==> src/rtl/eep_pkg.sv <==
package eep_pkg;
   typedef enum logic [2:0] {
      ST_IDLE,
      ST_RX,
      ST_ACK,
      ST_TX,
      ST_MACK
   } eep_state_t;

   typedef enum logic [1:0] {
      PH_DEV,
      PH_WADDR,
      PH_WDATA
   } eep_phase_t;
endpackage

==> src/rtl/eep_sync.sv <==
module eep_sync #(
   parameter int W       = 2,
   parameter int STAGES  = 2,
   parameter bit RST_VAL = 1'b1
) (
   input  logic         clk,
   input  logic         rst_n,
   input  logic [W-1:0] d,
   output logic [W-1:0] q
);
   if (STAGES < 2) begin : g_bad_stages
      $error("eep_sync needs at least two stages");
   end

   for (genvar i = 0; i < W; i++) begin : g_bit
      logic [STAGES-1:0] ff;
      always_ff @(posedge clk or negedge rst_n) begin
         if (!rst_n) ff <= {STAGES{RST_VAL}};
         else        ff <= {ff[STAGES-2:0], d[i]};
      end
      assign q[i] = ff[STAGES-1];
   end
endmodule

==> src/rtl/eep_ram.sv <==
module eep_ram #(
   parameter int AW = 9,
   parameter int DW = 8
) (
   input  logic          clk,
   input  logic          we,
   input  logic [AW-1:0] waddr,
   input  logic [DW-1:0] wdata,
   input  logic [AW-1:0] raddr,
   output logic [DW-1:0] rdata
);
   localparam int DEPTH = 1 << AW;

   logic [DW-1:0] mem [DEPTH];

   always_ff @(posedge clk) begin
      if (we) mem[waddr] <= wdata;
      rdata <= mem[raddr];
   end
endmodule

==> src/rtl/eep_fsm.sv <==
module eep_fsm
   import eep_pkg::*;
#(
   parameter int         AW       = 9,
   parameter int         DW       = 8,
   parameter logic [3:0] DEV_CODE = 4'b1010
) (
   input  logic          clk,
   input  logic          rst_n,
   input  logic          scl_s,
   input  logic          sda_s,
   input  logic          strap_a2,
   input  logic          strap_a1,
   input  logic          busy_i,
   input  logic [DW-1:0] ram_q,
   output logic          ram_we,
   output logic [AW-1:0] ram_waddr,
   output logic [DW-1:0] ram_wdata,
   output logic [AW-1:0] ram_raddr,
   output logic          sda_oe
);
   localparam int BCW = $clog2(DW + 1);

   eep_state_t    st;
   eep_phase_t    ph;
   logic          scl_d, sda_d;
   logic [BCW-1:0] bitcnt;
   logic [DW-1:0] sh;
   logic [AW-1:0] addr_q;
   logic          go_rd, mack_q, oe_q;

   logic scl_rise, scl_fall, start_ev, stop_ev, dev_hit, load_rd;

   assign scl_rise = scl_s & ~scl_d;
   assign scl_fall = ~scl_s & scl_d;
   assign start_ev = scl_s & scl_d & sda_d & ~sda_s;
   assign stop_ev  = scl_s & scl_d & ~sda_d & sda_s;
   assign dev_hit  = (sh[DW-1:DW-4] == DEV_CODE) && (sh[3] == strap_a2) && (sh[2] == strap_a1);
   assign load_rd  = ~busy_i & ~start_ev & ~stop_ev & scl_fall &
                     (((st == ST_ACK) & go_rd) | ((st == ST_MACK) & mack_q));

   always_ff @(posedge clk or negedge rst_n) begin
      if (!rst_n) begin
         scl_d <= 1'b1;
         sda_d <= 1'b1;
      end else begin
         scl_d <= scl_s;
         sda_d <= sda_s;
      end
   end

   always_ff @(posedge clk or negedge rst_n) begin
      if (!rst_n) begin
         st        <= ST_IDLE;
         ph        <= PH_DEV;
         bitcnt    <= '0;
         sh        <= '0;
         addr_q    <= '0;
         go_rd     <= 1'b0;
         mack_q    <= 1'b0;
         oe_q      <= 1'b0;
         ram_we    <= 1'b0;
         ram_waddr <= '0;
         ram_wdata <= '0;
      end else begin
         ram_we <= 1'b0;
         if (busy_i) begin
            st   <= ST_IDLE;
            oe_q <= 1'b0;
         end else if (start_ev) begin
            st     <= ST_RX;
            ph     <= PH_DEV;
            bitcnt <= '0;
            oe_q   <= 1'b0;
         end else if (stop_ev) begin
            st   <= ST_IDLE;
            oe_q <= 1'b0;
         end else if (load_rd) begin
            sh     <= ram_q;
            oe_q   <= ~ram_q[DW-1];
            addr_q <= addr_q + AW'(1);
            bitcnt <= '0;
            st     <= ST_TX;
         end else begin
            case (st)
               ST_RX: begin
                  if (scl_rise) begin
                     sh     <= {sh[DW-2:0], sda_s};
                     bitcnt <= bitcnt + BCW'(1);
                  end else if (scl_fall && bitcnt == BCW'(DW)) begin
                     bitcnt <= '0;
                     go_rd  <= 1'b0;
                     case (ph)
                        PH_DEV: begin
                           if (dev_hit) begin
                              oe_q  <= 1'b1;
                              st    <= ST_ACK;
                              go_rd <= sh[0];
                              ph    <= PH_WADDR;
                              if (!sh[0]) addr_q[AW-1] <= sh[1];
                           end else begin
                              st <= ST_IDLE;
                           end
                        end
                        PH_WADDR: begin
                           addr_q[DW-1:0] <= sh;
                           oe_q <= 1'b1;
                           st   <= ST_ACK;
                           ph   <= PH_WDATA;
                        end
                        default: begin
                           ram_we    <= 1'b1;
                           ram_waddr <= addr_q;
                           ram_wdata <= sh;
                           addr_q    <= addr_q + AW'(1);
                           oe_q      <= 1'b1;
                           st        <= ST_ACK;
                        end
                     endcase
                  end
               end
               ST_ACK: begin
                  if (scl_fall) begin
                     oe_q <= 1'b0;
                     st   <= ST_RX;
                  end
               end
               ST_TX: begin
                  if (scl_fall) begin
                     if (bitcnt == BCW'(DW - 1)) begin
                        oe_q <= 1'b0;
                        st   <= ST_MACK;
                     end else begin
                        sh     <= {sh[DW-2:0], 1'b0};
                        oe_q   <= ~sh[DW-2];
                        bitcnt <= bitcnt + BCW'(1);
                     end
                  end
               end
               ST_MACK: begin
                  if (scl_rise) mack_q <= ~sda_s;
                  else if (scl_fall) st <= ST_IDLE;
               end
               default: st <= ST_IDLE;
            endcase
         end
      end
   end

   assign ram_raddr = addr_q;
   assign sda_oe    = oe_q;

   p_stop_idle_r1: assert property (@(posedge clk) disable iff (!rst_n)
      (stop_ev && !busy_i && !start_ev) |=> (st == ST_IDLE && !oe_q));

   p_idle_quiet_r2: assert property (@(posedge clk) disable iff (!rst_n)
      (st == ST_IDLE) |-> !oe_q);

   p_rollover_r8: assert property (@(posedge clk) disable iff (!rst_n)
      (load_rd && addr_q == '1) |=> (addr_q == '0));

   p_busy_quiet_r9: assert property (@(posedge clk) disable iff (!rst_n)
      busy_i |=> (!oe_q && !ram_we));

   p_drive_scl_low_r10: assert property (@(posedge clk) disable iff (!rst_n)
      $rose(oe_q) |-> !scl_s);
endmodule

==> src/rtl/i2c_eeprom_slave.sv <==
module i2c_eeprom_slave #(
   parameter int         ADDR_W      = 9,
   parameter int         DATA_W      = 8,
   parameter logic [3:0] DEV_CODE    = 4'b1010,
   parameter int         SYNC_STAGES = 2
) (
   input  logic clk,
   input  logic rst_n,
   input  logic scl_i,
   input  logic sda_i,
   input  logic strap_a2,
   input  logic strap_a1,
   input  logic busy_i,
   output logic sda_oe
);
   if (DATA_W != 8) begin : g_bad_data
      $error("select byte layout needs an 8-bit data width");
   end
   if (ADDR_W != DATA_W + 1) begin : g_bad_addr
      $error("address width must be one page bit above the data width");
   end

   logic [1:0]        bus_s;
   logic              ram_we;
   logic [ADDR_W-1:0] ram_waddr, ram_raddr;
   logic [DATA_W-1:0] ram_wdata, ram_q;

   eep_sync #(.W(2), .STAGES(SYNC_STAGES), .RST_VAL(1'b1)) u_sync (
      .clk   (clk),
      .rst_n (rst_n),
      .d     ({scl_i, sda_i}),
      .q     (bus_s)
   );

   eep_fsm #(.AW(ADDR_W), .DW(DATA_W), .DEV_CODE(DEV_CODE)) u_fsm (
      .clk       (clk),
      .rst_n     (rst_n),
      .scl_s     (bus_s[1]),
      .sda_s     (bus_s[0]),
      .strap_a2  (strap_a2),
      .strap_a1  (strap_a1),
      .busy_i    (busy_i),
      .ram_q     (ram_q),
      .ram_we    (ram_we),
      .ram_waddr (ram_waddr),
      .ram_wdata (ram_wdata),
      .ram_raddr (ram_raddr),
      .sda_oe    (sda_oe)
   );

   eep_ram #(.AW(ADDR_W), .DW(DATA_W)) u_ram (
      .clk   (clk),
      .we    (ram_we),
      .waddr (ram_waddr),
      .wdata (ram_wdata),
      .raddr (ram_raddr),
      .rdata (ram_q)
   );
endmodule

==> config.mk <==
export PLATFORM = sky130hd
export DESIGN_NAME = i2c_eeprom_slave
export DESIGN_NICKNAME = d
export VERILOG_FILES = /design/src/rtl/eep_pkg.sv /design/src/rtl/eep_sync.sv /design/src/rtl/eep_ram.sv /design/src/rtl/eep_fsm.sv /design/src/rtl/i2c_eeprom_slave.sv
export SDC_FILE = /design/constraint.sdc
export NUM_CORES = 2
export LEC_CHECK = 0
export BUFFER_PORTS_ARGS = -buffer_cell sky130_fd_sc_hd__clkbuf_2
export CORE_MARGIN = 3
export CORE_UTILIZATION = 30
export CTS_CLUSTER_SIZE = 24
export DETAILED_ROUTE_END_ITERATION = 16
export PLACE_DENSITY = 0.46
export SYNTH_ARGS = -nofsm -noshare
export SYNTH_HDL_FRONTEND = slang
export SYNTH_SLANG_ARGS = --single-unit
==> constraint.sdc <==
create_clock -name clk -period 7.2 [get_ports clk]
set_input_delay 0.72 -clock clk [delete_from_list [all_inputs] [get_ports clk]]
set_output_delay 0.72 -clock clk [all_outputs]
set_load 0.05 [all_outputs]
Word-level counts from Yosys, hierarchy flattened
Memories as Yosys holds them, arrays and structs flattened. A register that Yosys moved wholly into a read port is not among the register bits.
Cells that the tools add are included.
{"block": "word_totals", "latch_bits": 0, "inputBits": 7, "elab_cells": 168, "romBits": 0, "register_bits": 53, "out_inout_bits": 1, "mem_count": 1, "mem_bits_rw": 4096}
{"block": "classes", "bitwise_logic": 26, "div": 0, "mul": 0, "addsub": 2, "magnitude_cmp": 0, "reduce_logical": 23, "eq_ne": 33, "n_shift": 0, "muxes": 67}
{"memory": "u_ram.mem", "depth": 512, "word_bits": 8, "rd": 1, "rd_clocked_by_memory_dff": 1, "write_ports": 1, "line_no": "eep_ram.sv:14", "rtl": "logic [DW-1:0] mem [DEPTH];"}
{"op": "3-bit 2-to-1 mux", "n": 12}
{"op": "9-bit 2-to-1 mux", "n": 4}
{"op": "8-bit 2-to-1 mux", "n": 4}
{"op": "8-bit one-hot mux with 2 select lines", "n": 2}
{"op": "6-bit by 2-bit != test with 1-bit output (second input constant)", "n": 5}
{"op": "4-bit 2-to-1 mux", "n": 7}
{"op": "7-bit AND reduction", "n": 4}
{"op": "1-bit 2-to-1 mux", "n": 25}
{"op": "6-bit AND reduction", "n": 3}
{"op": "2-bit 2-to-1 mux", "n": 8}
{"op": "8-bit AND reduction", "n": 2}
{"op": "1-bit bitwise AND", "n": 13}
{"op": "3-bit by 1-bit != test with 1-bit output (second input constant)", "n": 4}
{"op": "6-bit != test (second input constant)", "n": 2}
{"op": "1-bit inverter", "n": 12}
{"op": "3-bit one-hot mux with 4 select lines", "n": 1}
{"op": "9-bit by 1-bit adder with 9-bit output (second input constant)", "n": 1}
{"op": "9-bit AND reduction", "n": 1}
{"op": "4-bit equality test (second input constant)", "n": 2}
{"op": "2-bit by 1-bit != test with 1-bit output (second input constant)", "n": 4}
{"op": "4-bit one-hot mux with 2 select lines", "n": 1}
{"op": "2-bit nonzero test", "n": 4}
{"op": "7-bit by 3-bit != test with 1-bit output (second input constant)", "n": 1}
{"op": "7-bit nonzero test", "n": 1}
{"op": "other kinds (22)", "n": 28}

Longest topological paths before layout
{"block": "logic_depth", "ltp_word": 12, "depth_mapped": 14, "ltp_nobuf": 9}

Hierarchy
Synthesis repeated with hierarchy kept, for this count alone.
{"block": "unflattened", "hier_cells": 8306, "hier_area_um2": 162803.6}
{"module": "eep_ram", "seq_area_each_um2": 123158.1, "n_inst": 1, "cells_each": 8030, "area_per_inst_um2": 159927.1}
{"module": "eep_fsm", "seq_area_each_um2": 1228.7, "n_inst": 1, "cells_each": 270, "area_per_inst_um2": 2756.4}
{"module": "eep_sync", "seq_area_each_um2": 105.1, "n_inst": 1, "cells_each": 6, "area_per_inst_um2": 120.1}

Least setup slack after synthesis
OpenSTA, ideal clock, no wires.
{"block": "synth_path", "path_type": "reg-to-reg", "startpoint": "register u_fsm.ram_wdata[0]", "endpoint": "memory u_ram.mem[0][0] (data pin)", "path_buffers": 0, "period_less_slack_ns": 7.464, "path_stages_with_launch": 1, "arrival_time_ns": 6.061, "setup_slack_ns": -0.264, "required_time_ns": 5.796, "setup_time_ns": 1.404, "path_cell_list": "dfrtp_1"}
{"element": "start: declaration", "line_no": "eep_fsm.sv:18", "rtl": "output logic [DW-1:0] ram_wdata,"}
{"element": "start signal: assignment", "line_no": "eep_fsm.sv:114", "rtl": "ram_wdata <= sh;"}
{"element": "end: declaration", "line_no": "eep_ram.sv:14"}
Straight into the memory's write port.

==> results.yml <==
worst_hold_path:
  min_from: "scl_i"
  hold_path_class: "in2reg"
  hold_end: "u_sync.g_bit[1].ff[0]"
  min_path_cells: 2
grt:
  antenna_found_initial: 45
  grt_pass1_vias: 81130
  grt.total_usage: 0.1723
  overflow: 0
  grt_pass1_wl_mm: 672.0
  grt_max_degree: 214
detailed_routing:
  drc: 0
  wl_mm: 483.0
  dr.pass1.iters: 6
  vias: 79050
  routedWlPerCell_um: 31.75
  drt_iter0_markers: 9058
  routed_via_density: 5.197
  detail-route-antenna-nets: 0
logic_synthesis:
  syn-cell-area_mm2: 0.1616
  synthFlopType: "edfxtp_1"
  synth_edf_count: 4096
  synth_top_area_share: 0.7611
  ys_ff_latch: 4157
  synth.distinct_cells: 82
  async_flop_share: 0.01275
  syn_area_per_cell_um2: 21.50
  yosys.area.top_type: "edfxtp_1"
  ys_warn_count: 0
  seq_area_frac_synth: 0.7703
  synthCells: 7515
  yosys-top-cells-count: "edfxtp_1, mux4_2, nor2_1"
  yosys-top-cells-area: "edfxtp_1, mux4_2, mux2i_1, nor2_1, dfrtp_1"
  syn_nets: 7525
  yosysMostFrequentCell: "edfxtp_1"
place:
  io_buffers: 7
  dp_hpwl_mm: 282.3
  place_congestion: 0.8020
  dpl_cell_area_mm2: 0.1703
die:
  row_count: 268
  die_x_um: 740.0
  start_util: 0.3022
  die_area_mm2: 0.5475
  num_io_pins: 8
  core_area_mm2: 0.5348
  die_height_um: 740.0
power:
  irDropWorstVdd_uv: 213.8
  p_leak_nw: 43.21
  powerDensity_mw_per_mm2: 262.1
final_layout:
  syn2layout_area_growth_pct: 14.00
  drive_above_1_share: 0.2409
  final_area_mm2: 0.1842
  fin_nets: 7694
  utilization: 0.3445
timing:
  max_slew_margin: 0.05296
  layout_min_cycle_time_ps: 5249
  setup_tns_ps: 0
  skew_ps: 81.02
  slew_viol_final: 0
  hold_violations: 0
  fin_crit_sh: 0.7290
  worstMarginPinSlew_ps: 1417
  rsz0062_at_grt: "no"
  finalSetupViolCount: 0
  max_freq_ghz: 0.1905
cts:
  cts_setup_buffers: 0
  cts_made_buffers: 436
  root_buffer: "clkbuf_16"
  clk_pin_slew_ps: 60
  cts_max_level: 5
  cts.sinks: 4157
  cts_tree: "done"
  insertion_delay_ps: 1050
  cts_resized: 0
  clockBufferDepth: 4
run:
  cap_violations: 0
worst_setup_path:
  path_class: "reg2reg"
  setup.worst_path.end_class: "register"
  worstReg2RegStart: "u_fsm.ram_raddr[0]"
  r2r-end: "u_ram.rdata[5]"
  cp_max_fo: 59
  required_ps: 8090
  startpoint_type: "register"
  r2r.worst_path.cells: 8
  cp.arrival_ps: 6140
  rrSetupSlack_ps: 1950
status:
  status: "finished, final reports clean"
layout make-up:
class                           count  area (um^2)
Fill cell                       49520       350600
Sequential cell                  4157       124500
Multi-Input combinational cell   2879        34740
Clock buffer                      502        11170
Tap cell                         7155         8952
Clock inverter                    302         2758
Timing Repair Buffer              194         1978
Inverter                           16        77.57
Antenna cell                        6        15.01
layer usage:
layer	wire length (um)	share of wire	track usage
met5	27	0.000056	0
met4	12410	0.026	0.04236
met3	30810	0.064	0.02713
met2	230800	0.48	0.2793
met1	208900	0.43	0.2432
logic make-up (layout without fill, tap and decap cells):
family | count (synthesis) | in the layout | synth area share
flops | 4157 | 4157 | 0.7703
mux | 1344 | 1344 | 0.1639
simple gates | 958 | 958 | 0.02447
compound gates | 570 | 570 | 0.02471
buf+inv | 479 | 1014 | 0.01616
xor+xnor | 4 | 4 | 0.0002168
fa+ha+maj | 3 | 3 | 0.0002323
other cells | 0 | 6 | 0
worst max path at each step:
stage | start | end | slack [ps] | depth (start not counted)
after detailed placement | u_fsm.ram_raddr[0] | u_ram.rdata[5] | 1860 | 8
after floorplan | u_fsm.ram_wdata[0] | u_ram.mem[0][0] | 2920 | 0
after CTS | u_fsm.ram_raddr[0] | u_ram.rdata[5] | 1790 | 8
after global placement | u_fsm.ram_raddr[0] | u_ram.rdata[5] | 1800 | 8
after global routing | u_fsm.ram_raddr[0] | u_ram.rdata[5] | 1830 | 8
final | u_fsm.ram_raddr[0] | u_ram.rdata[5] | 1950 | 8
per-stage QoR:
stage	cells	hold WS (ps)	power (mW)	setup WS, ps
after global placement	14400	352.1	26.74	1796
after CTS	15210	241.5	48.77	1793
after floorplan	7515	345.2	26.72	2919
after detailed placement	14400	347.3	26.74	1857
after global routing	15210	304.7	49.72	1829
final	15210	337.4	48.28	1951
state kept, by name, indices dropped and copies added, names as in the netlist, 2 cells and up:
| signal | flops |
|---|---|
| u_fsm.ram_waddr | 9 |
| u_sync.g_bit.ff | 4 |
| u_ram.mem | 4096 |
| u_fsm.ph | 2 |
| u_fsm.bitcnt | 4 |
| u_fsm.st | 3 |
| u_ram.rdata | 8 |
| u_fsm.ram_wdata | 8 |
| u_fsm.sh | 8 |
| u_fsm.ram_raddr | 9 |
placed cells by master (no fill, tap or decap), drive strengths merged, types with 52 or more instances in the layout:
| cell | n |
|---|---|
| clkinv | 241 |
| a21oi | 96 |
| nor2 | 582 |
| a22oi | 52 |
| clkbuf | 509 |
| mux4 | 1039 |
| nand2 | 234 |
| mux2i | 282 |
| edfxtp | 4096 |
| o21ai | 85 |
| o22ai | 56 |
| buf | 183 |
report_power, final:
part / total, mW / leakage, nW / internal (mW) / switching, mW
clock network: 22.0 / 6.76 / 12.4 / 9.68
registers: 26.2 / 28.9 / 26.2 / 0.0183
logic: 0.0392 / 7.52 / 0.0145 / 0.0247
timing repair:
action	in CTS	in global routing
setup endpoints to repair	0	0
hold endpoints to repair	50	0
hold buffers	4	0
worst max-delay path: stages (launching register included):
cell and delay (ps):
dfrtp_4 1180, buf_12 490, mux4_2 580, nor2b_1 150
a211oi_1 300, a311oi_1 130, o21ai_0 1130, nand4_1 700
o32a_1 360
(Power assumes the default switching activity.)
